--- config.mk ---
export PLATFORM = sky130hd
export DESIGN_NAME = fwft_chain
export DESIGN_NICKNAME = d
export VERILOG_FILES = /design/src/rtl/fwft_chain_pkg.sv /design/src/rtl/fwft_rst_sync.sv /design/src/rtl/fwft_pulse_delay.sv /design/src/rtl/fwft_ram.sv /design/src/rtl/fwft_stage.sv /design/src/rtl/fwft_chain.sv
export SDC_FILE = /design/constraint.sdc
export NUM_CORES = 1
export LEC_CHECK = 0
export ABC_AREA = 1
export BUFFER_PORTS_ARGS = -buffer_cell sky130_fd_sc_hd__buf_2
export CORE_UTILIZATION = 65
export DETAILED_ROUTE_END_ITERATION = 10
export PLACE_DENSITY_LB_ADDON = 0.3
export SETUP_SLACK_MARGIN = 0.1
export SYNTH_ARGS = -nofsm -noshare
export SYNTH_HDL_FRONTEND = slang
export SYNTH_SLANG_ARGS = --single-unit
export TNS_END_PERCENT = 100
--- constraint.sdc ---
create_clock -name clk -period 10.5 [get_ports clk]
set_clock_uncertainty 0.05 [all_clocks]
set_input_delay 1.575 -clock clk [delete_from_list [all_inputs] [get_ports clk]]
set_output_delay 1.575 -clock clk [all_outputs]
set_load 0.02 [all_outputs]
--- src/rtl/fwft_chain_pkg.sv ---
package fwft_chain_pkg;
  localparam int unsigned WORD_BITS     = 18;
  // cycles from accepted write to the output flag of one stage
  localparam int unsigned WR_TO_OUT_CYC = 3;
  // cycles from accepted read to the input flag of one stage
  localparam int unsigned RD_TO_IN_CYC  = 2;
  // the commit pulse reaches the head logic one cycle before the flag moves
  localparam int unsigned COMMIT_DLY    = WR_TO_OUT_CYC - 1;
  localparam int unsigned RELEASE_DLY   = RD_TO_IN_CYC;

  function automatic int unsigned ptr_bits(input int unsigned depth);
    return (depth > 1) ? $clog2(depth) : 1;
  endfunction
endpackage

--- src/rtl/fwft_rst_sync.sv ---
module fwft_rst_sync (
  input  logic clk,
  input  logic arst_n,
  output logic rst_n_o
);
  logic [1:0] sync_q;

  always_ff @(posedge clk or negedge arst_n) begin
    if (!arst_n) begin
      sync_q <= '0;
    end else begin
      sync_q <= {sync_q[0], 1'b1};
    end
  end

  assign rst_n_o = sync_q[1];
endmodule

--- src/rtl/fwft_pulse_delay.sv ---
module fwft_pulse_delay #(
  parameter int unsigned LEN = 2
) (
  input  logic clk,
  input  logic rst_n,
  input  logic pulse_i,
  output logic pulse_o
);
  logic [LEN-1:0] sr_q;
  logic [LEN-1:0] sr_d;

  generate
    if (LEN == 1) begin : g_single
      assign sr_d = pulse_i;
    end else begin : g_chain
      assign sr_d = {sr_q[LEN-2:0], pulse_i};
    end
  endgenerate

  always_ff @(posedge clk or negedge rst_n) begin
    if (!rst_n) begin
      sr_q <= '0;
    end else begin
      sr_q <= sr_d;
    end
  end

  assign pulse_o = sr_q[LEN-1];
endmodule

--- src/rtl/fwft_ram.sv ---
module fwft_ram #(
  parameter int unsigned WIDTH = 18,
  parameter int unsigned DEPTH = 8,
  parameter int unsigned AW    = 3
) (
  input  logic             clk,
  input  logic             we_i,
  input  logic [AW-1:0]    waddr_i,
  input  logic [WIDTH-1:0] wdata_i,
  input  logic [AW-1:0]    raddr_i,
  output logic [WIDTH-1:0] rdata_o
);
  logic [WIDTH-1:0] mem_q [DEPTH];

  always_ff @(posedge clk) begin
    if (we_i) begin
      mem_q[waddr_i] <= wdata_i;
    end
  end

  assign rdata_o = mem_q[raddr_i];
endmodule

--- src/rtl/fwft_stage.sv ---
module fwft_stage
  import fwft_chain_pkg::*;
#(
  parameter int unsigned WIDTH = WORD_BITS,
  parameter int unsigned DEPTH = 8
) (
  input  logic             clk,
  input  logic             rst_n,
  input  logic [WIDTH-1:0] wr_data,
  input  logic             wr_en_n,
  output logic             in_rdy_n,
  output logic [WIDTH-1:0] rd_data,
  input  logic             rd_en_n,
  output logic             out_rdy_n
);
  localparam int unsigned AW = ptr_bits(DEPTH);
  localparam int unsigned CW = $clog2(DEPTH + 1);
  localparam logic [AW-1:0] LAST_ADDR = AW'(DEPTH - 1);
  localparam logic [CW-1:0] FULL_CNT  = CW'(DEPTH);

  logic [AW-1:0]    wptr_q, wptr_d, rptr_q, rptr_d;
  logic [CW-1:0]    occ_q, occ_d;
  logic [CW-1:0]    avail_q, avail_d;
  logic             head_vld_q, head_vld_d;
  logic [WIDTH-1:0] head_q;
  logic [WIDTH-1:0] ram_rdata;
  logic             wr_go, rd_go, head_load;
  logic             commit_p, release_p;

  // flags come straight from registers
  assign in_rdy_n  = (occ_q == FULL_CNT);
  assign out_rdy_n = ~head_vld_q;
  assign rd_data   = head_q;

  assign wr_go     = ~wr_en_n & ~in_rdy_n;
  assign rd_go     = ~rd_en_n & ~out_rdy_n;
  // head refills when empty or when being consumed in the same cycle
  assign head_load = (~head_vld_q | rd_go) & (avail_q != '0);

  fwft_pulse_delay #(.LEN(COMMIT_DLY)) u_commit (
    .clk     (clk),
    .rst_n   (rst_n),
    .pulse_i (wr_go),
    .pulse_o (commit_p)
  );

  fwft_pulse_delay #(.LEN(RELEASE_DLY)) u_release (
    .clk     (clk),
    .rst_n   (rst_n),
    .pulse_i (rd_go),
    .pulse_o (release_p)
  );

  fwft_ram #(.WIDTH(WIDTH), .DEPTH(DEPTH), .AW(AW)) u_ram (
    .clk     (clk),
    .we_i    (wr_go),
    .waddr_i (wptr_q),
    .wdata_i (wr_data),
    .raddr_i (rptr_q),
    .rdata_o (ram_rdata)
  );

  always_comb begin
    wptr_d     = (wptr_q == LAST_ADDR) ? '0 : wptr_q + AW'(1);
    rptr_d     = (rptr_q == LAST_ADDR) ? '0 : rptr_q + AW'(1);
    occ_d      = occ_q + CW'(wr_go) - CW'(release_p);
    avail_d    = avail_q + CW'(commit_p) - CW'(head_load);
    head_vld_d = head_vld_q;
    if (head_load) begin
      head_vld_d = 1'b1;
    end else if (rd_go) begin
      head_vld_d = 1'b0;
    end
  end

  always_ff @(posedge clk or negedge rst_n) begin
    if (!rst_n) begin
      occ_q      <= '0;
      avail_q    <= '0;
      head_vld_q <= 1'b0;
    end else begin
      occ_q      <= occ_d;
      avail_q    <= avail_d;
      head_vld_q <= head_vld_d;
    end
  end

  always_ff @(posedge clk or negedge rst_n) begin
    if (!rst_n) begin
      wptr_q <= '0;
    end else if (wr_go) begin
      wptr_q <= wptr_d;
    end
  end

  always_ff @(posedge clk or negedge rst_n) begin
    if (!rst_n) begin
      rptr_q <= '0;
      head_q <= '0;
    end else if (head_load) begin
      rptr_q <= rptr_d;
      head_q <= ram_rdata;
    end
  end

  AST_OCC_BOUND: assert property (@(posedge clk) disable iff (!rst_n)
    occ_q <= FULL_CNT);
  AST_HELD_COVERS_READY: assert property (@(posedge clk) disable iff (!rst_n)
    (int'(avail_q) + int'(head_vld_q)) <= int'(occ_q));
  AST_HEAD_HOLD: assert property (@(posedge clk) disable iff (!rst_n)
    (!out_rdy_n && rd_en_n) |=> (!out_rdy_n && $stable(rd_data)));
  AST_FALL_THROUGH: assert property (@(posedge clk) disable iff (!rst_n)
    (out_rdy_n && avail_q != '0) |=> !out_rdy_n);
  AST_FULL_WRITE_DROP: assert property (@(posedge clk) disable iff (!rst_n)
    (in_rdy_n && !wr_en_n) |=> $stable(wptr_q));
  AST_EMPTY_READ_DROP: assert property (@(posedge clk) disable iff (!rst_n)
    (out_rdy_n && avail_q == '0 && !rd_en_n) |=> (out_rdy_n && $stable(rptr_q)));
endmodule

--- src/rtl/fwft_chain.sv ---
module fwft_chain
  import fwft_chain_pkg::*;
#(
  parameter int unsigned WIDTH       = WORD_BITS,
  parameter int unsigned STAGE_DEPTH = 8,
  parameter int unsigned STAGES      = 3
) (
  input  logic             clk,
  input  logic             arst_n,
  input  logic [WIDTH-1:0] wr_data,
  input  logic             wr_en_n,
  output logic             in_ready_n,
  output logic [WIDTH-1:0] rd_data,
  input  logic             rd_en_n,
  output logic             out_ready_n
);
  logic             rst_n;
  logic [WIDTH-1:0] link_data [STAGES+1];
  logic [STAGES:0]  link_wr_n;
  logic [STAGES:0]  link_rd_n;

  fwft_rst_sync u_rst (
    .clk     (clk),
    .arst_n  (arst_n),
    .rst_n_o (rst_n)
  );

  assign link_data[0]      = wr_data;
  assign link_wr_n[0]      = wr_en_n;
  assign link_rd_n[STAGES] = rd_en_n;

  // output-ready of stage i is the write enable of stage i+1;
  // input-ready of stage i+1 is the read enable of stage i
  for (genvar i = 0; i < STAGES; i++) begin : g_stage
    fwft_stage #(.WIDTH(WIDTH), .DEPTH(STAGE_DEPTH)) u_stage (
      .clk       (clk),
      .rst_n     (rst_n),
      .wr_data   (link_data[i]),
      .wr_en_n   (link_wr_n[i]),
      .in_rdy_n  (link_rd_n[i]),
      .rd_data   (link_data[i+1]),
      .rd_en_n   (link_rd_n[i+1]),
      .out_rdy_n (link_wr_n[i+1])
    );
  end

  assign in_ready_n  = link_rd_n[0];
  assign out_ready_n = link_wr_n[STAGES];
  assign rd_data     = link_data[STAGES];

  AST_RESET_FLAGS: assert property (@(posedge clk)
    !rst_n |=> (!rst_n || (out_ready_n && !in_ready_n)));
endmodule

# == After elaboration in Yosys (flattened, before gate mapping) ==
# Memory sizes are Yosys's and may differ from the RTL's. A register that Yosys moved wholly into a read port is not among the register bits.
# Cells that the tools add are included.
# classes
addsub,18
n_eq_ne,9
mux,18
bitwise_logic,18
reduce_logical,9
# ops
op,n
4-bit by 1-bit adder with 4-bit output,6
4-bit by 1-bit subtractor with 4-bit output,6
3-bit by 1-bit adder with 3-bit output (second input constant),6
3-bit equality test (second input constant),6
3-bit two-way mux,6
4-bit equality test (second input constant),3
1-bit two-way mux,12
4-bit nonzero test,3
1-bit inverter,8
1-bit AND,7
2-bit nonzero test,3
1-bit logical NOT,3
1-bit OR,3
# totals
reg_bits,59
ram_bits,432
input_bits,22
out_inout_bits,20
wordCells,97
mem_count,3
# mem_list
name,words,word_bits,read_ports,rd_clocked_by_memory_dff,write_ports,line_no,rtl
g_stage[0].u_stage.u_ram.mem_q,8,18,1,1,1,fwft_ram.sv:13,logic [WIDTH-1:0] mem_q [DEPTH];
g_stage[1].u_stage.u_ram.mem_q,8,18,1,1,1,fwft_ram.sv:13,
g_stage[2].u_stage.u_ram.mem_q,8,18,1,1,1,fwft_ram.sv:13,

# == Logic depth before layout (Yosys ltp) ==
# depth
ltp_word,6
ltp_mapped,12
mapped_depth_nobuf,11

# == Modules after synthesis ==
# From an unflattened synthesis, not the netlist that was laid out.
# hier_totals
hier_cells,2469
hier_area_um2,24320.8
# by_module_without_submodules
mod,instances,cells_each,area_per_inst_um2,seq_area_each_um2
fwft_ram,3,639,6377.4,4324.1
fwft_stage,3,179,1611.5,825.8
fwft_pulse_delay,6,2,50.0,50.0
fwft_rst_sync,1,3,53.8,50.0

# == Worst setup path after synthesis ==
# No wires, ideal clock.
# synth_timing
kind,input to register
startpoint,in rd_en_n
endpoint,reg g_stage[2].u_stage.avail_q[2]
setup_ns,0.123
arrival_ns,3.009
required_time_ns,10.327
setup_slack_ns,7.319
cell_stages,10
n_path_buf,1
cell_sequence,nand2_1 -> nand2_1 -> inv_1 -> buf_2 -> ha_1 -> inv_1 -> ha_1 -> inv_1 -> fa_1 -> xnor2_1
# synth_via
elab_chain_len,5
# synth_lines
item,line_no,rtl
"start, declared",fwft_chain.sv:14,"input logic rd_en_n,"
1-bit inverter,fwft_stage.sv:36,assign rd_go = ~rd_en_n & ~out_rdy_n;
1-bit AND,fwft_stage.sv:36,
1-bit OR,fwft_stage.sv:38,assign head_load = (~head_vld_q | rd_go) & (avail_q != '0);
1-bit AND,fwft_stage.sv:38,
named net g_stage[2].u_stage.head_load,fwft_stage.sv:27,"logic wr_go, rd_go, head_load;"
4-bit by 1-bit subtractor with 4-bit output,fwft_stage.sv:67,avail_d = avail_q + CW'(commit_p) - CW'(head_load);
named net g_stage[2].u_stage.avail_d[2],fwft_stage.sv:23,"logic [CW-1:0] avail_q, avail_d;"
"end signal, assigned",fwft_stage.sv:83,avail_q <= avail_d;
"end, declared",fwft_stage.sv:23,
# The timed path passes the listed nets, and every way through them passes these cells.
# A chain may end at the register's enable or synchronous reset.

# == Worst setup path after layout ==
# layout_timing
startpoint,in rd_en_n
endpoint,reg g_stage[2].u_stage.avail_q[2]
# layout_via
elab_chain_len,5
# layout_lines
item,line_no
1-bit inverter,fwft_stage.sv:36
1-bit AND,fwft_stage.sv:36
1-bit OR,fwft_stage.sv:38
1-bit AND,fwft_stage.sv:38
4-bit by 1-bit subtractor with 4-bit output,fwft_stage.sv:67
named net g_stage[2].u_stage.avail_d[2],fwft_stage.sv:23
# The timed path passes the listed nets, and every way through them passes these cells.

==> metrics.md <==
| Metric | Value |
|---|---|
| Setup Buffers After CTS | 0 |
| Crit Path Category | in -> reg |
| Num CTS Buffers | 52 |
| Cts repair resizes | 0 |
| Vias per cell | 5.47 |
| Req. time, crit path | 10,950 ps |
| Synth top area cells | edfxtp_1 56%, dfrtp_1 12%, nand2_1 11% |
| Final wirelength | 47,200 µm |
| Reg2reg end | g_stage[0].u_stage.avail_q[2]$_DFF_PN0_ |
| Syn nets | 2,243 |
| First-pass GRT wire length | 75,800 µm |
| Total global-route track usage | 0.272 |
| RSZ-0062 raised after global routing | false |
| Yosys reg bits | 541 |
| Nets@finish | 2,288 |
| Area leader, netlist | edfxtp_1 |
| Min Hold Slack | 269 ps |
| Final Hold Vio Count | 0 |
| Worst-path maximum fanout | 22 |
| Initial antenna violation count | 1 |
| Pre-antenna DRT Iters | 6 |
| Placement Rows | 68 |
| Max Freq | 316 MHz |
| Leak Pwr | 11.4 nW |
| Die Height | 191 µm |
| Post-Syn Area | 23,200 µm² |
| FILL cells | 2,229 |
| Fin. max-slew vios | 0 |
| Syn_area_per_cell | 10.7 µm² |
| Crit. End Element | register |
| Clock Sinks | 541 |
| YS warnings | 0 |
| Final instance area | 25,300 µm² |
| Cell mode on critical path | inv_1 |
| Clk slew on worst S/H paths | 60 ps |
| Startpoint class of the critical path | input port |
| Post-synth EDFFs | 432 |
| Top FF cell, synth | edfxtp_1 |
| Via Count | 14.9k |
| Pin count of the biggest net entering global routing | 76 |
| Share of cells above drive strength 1 | 0.0784 |
| Port Buf Inserts | 41 |
| Utilization after layout | 0.727 |
| Slowest stage delay, CP | 420 ps |
| Setup TNS | 0 ps |
| R2r setup slk | 7370 ps |
| DRC | 0 |
| Worst Tran Pin Value | 978 ps |
| Final Wtd Congestion | 0.774 |
| Min-Delay Path Class | reg -> async |
| Critical Path Slowest Stage Cell | fa_1 |
| Detailed Place HPWL | 26,200 µm |
| Full die area | 36,400 µm² |
| Slew HR | 0.348 |
| Area growth syn-to-layout | 9.27% |
| Seq/Total Area, Yosys | 0.678 |
| CTS H-tree depth | 2 |
| CP arrival | 3620 ps |
| Final setup viols | 0 |
| Worst R2R Start | g_stage[1].u_stage.occ_q[2]$_DFF_PN0_ |
| Maxcap violations | 0 |
| Netlist cell types | 27 |
| Antenna-violating nets left | 0 |
| Total power draw | 0.00825 W |
| Crit path from | rd_en_n |
| Pwr per Cell Area | 326 nW/µm² |
| Clk root buf | clkbuf_16 |
| Clock latency at the later pin of the worst-skew pair | 600 ps |
| Vias in the first global route | 15.1k |
| Worst VDD drop | 0.283 mV |
| Final Cycle Share | 0.301 |
| Top post-synthesis cells by count | 694 x nand2_1, 432 x edfxtp_1, 379 x inv_1 |
| Worst reg-to-reg path cell count | 11 |
| Syn Inst Count | 2,173 |
| Number of DRC markers in iteration 0 | 1,255 |
| Die X | 191 µm |
| Hold Buf Count CTS | 0 |
| Tmin final | 3160 ps |
| Most numerous cell in the Yosys netlist | nand2_1 |
| Starting Density | 0.666 |
| Core Region | 34,800 µm² |
| CTS tree | done |
| # IOs | 42 |
| Area after DPL | 23,600 µm² |
| Outcome | finished, final reports clean |
| Yosys top cell area share | 0.560 |
| WL/cell | 17.4 µm |
| Grt ovf | 0 |
| Fraction of registers with async set or reset after synthesis | 0.201 |
| Crit-path cells | buf_2 > nand2_1 > nand2_1 > inv_1 > buf_4 > ha_1 > inv_1 > ha_1 > inv_1 > fa_1 > xnor2_1 |
| CTS max path bufs | 3 |
flip-flops by register name (all words and copies together) (netlist names):
signal,count
g_stage.u_stage.avail_q,12
g_stage.u_stage.head_vld_q,3
g_stage.u_stage.occ_q,12
g_stage.u_stage.rd_data,54
g_stage.u_stage.rptr_q,9
g_stage.u_stage.u_commit.sr_q,4
g_stage.u_stage.u_ram.mem_q,432
g_stage.u_stage.u_release.sr_q,4
g_stage.u_stage.wptr_q,9
u_rst.sync_q,2
worst max-delay path, delay by kind of cell:
family / cells / cell delay, ps
adder cells (fa/ha/maj): 3 / 850
AND/OR/NAND/NOR: 2 / 280
buffers and inverters: 5 / 710
XOR/XNOR: 1 / 190
stage by stage:
step,cells,worst slack [ps]
after detailed placement,2619,6800
after global routing,2715,7180
final,2715,7340
after global placement,2619,6820
after CTS,2714,7300
after floorplan,2173,7190
how the worst max path moves through the flow:
stage                                              endpoint  slack [ps]  depth (start not counted)
floorplan           g_stage[0].u_stage.avail_q[0]$_DFF_PN0_        7190                          0
global placement    g_stage[2].u_stage.avail_q[1]$_DFF_PN0_        6820                         11
detailed placement  g_stage[2].u_stage.avail_q[2]$_DFF_PN0_        6800                         11
CTS                                              in_ready_n        7300                          5
global route        g_stage[0].u_stage.avail_q[2]$_DFF_PN0_        7180                         11
finish              g_stage[2].u_stage.avail_q[2]$_DFF_PN0_        7340                         11
layout make-up:
type	instances	area, µm²	share of cell area
multi-input cells	1152	5350	0.211
repair buffers	78	483	0.0191
well taps	455	569	0.0225
flip-flops and latches	541	15700	0.621
diodes	1	2.50	0.0000989
clock buffers	69	1420	0.0559
clock inverters	26	310	0.0123
inverters	393	1480	0.0584
cells in the final DEF (no fill, tap or decap), types with 2 or more instances in the layout:
cell and instances:
clkbuf_16 52, nand3_1 339, nor2_1 27, nand4_1 2, buf_2 41, edfxtp_1 432, xnor2_1 7, dfrtp_2 3
dfrtp_1 105, clkbuf_1 12, nand2_1 694, ha_1 42, clkbuf_8 5, inv_2 13, o21ai_0 15, xor2_1 5
clkinv_1 8, clkinv_2 9, buf_4 37, inv_1 379, nand2_2 2, fa_1 6, bufinv_16 7, a21oi_1 6
cell families after synthesis:
| family | Yosys count | synth area share |
|---|---|---|
| compound gates | 25 | 0.00637 |
| buf+inv | 480 | 0.0914 |
| simple gates | 1066 | 0.192 |
| fa+ha+maj | 48 | 0.0279 |
| xor+xnor | 12 | 0.00454 |
| other cells | 1 | 0.000162 |
| flops | 541 | 0.678 |
routing by layer:
| metal | vias up | part of all wire | track usage |
|---|---|---|---|
| met1 | 7152 | 0.39 | 0.327 |
| met4 | 0 | 0.034 | 0.121 |
| met5 | - | 0 | 0 |
| met3 | 122 | 0.064 | 0.0477 |
| met2 | 517 | 0.52 | 0.479 |
| li1 | 7064 | - | - |
where the power goes:
part	internal (W)	leakage [nW]	switching [W]	total [W]
clock	0.00112	0.849	0.000770	0.00189
combinational	0.000839	5.34	0.00193	0.00277
sequential	0.00321	5.21	0.000378	0.00359
Note: power is estimated with default switching activity, not from simulation.
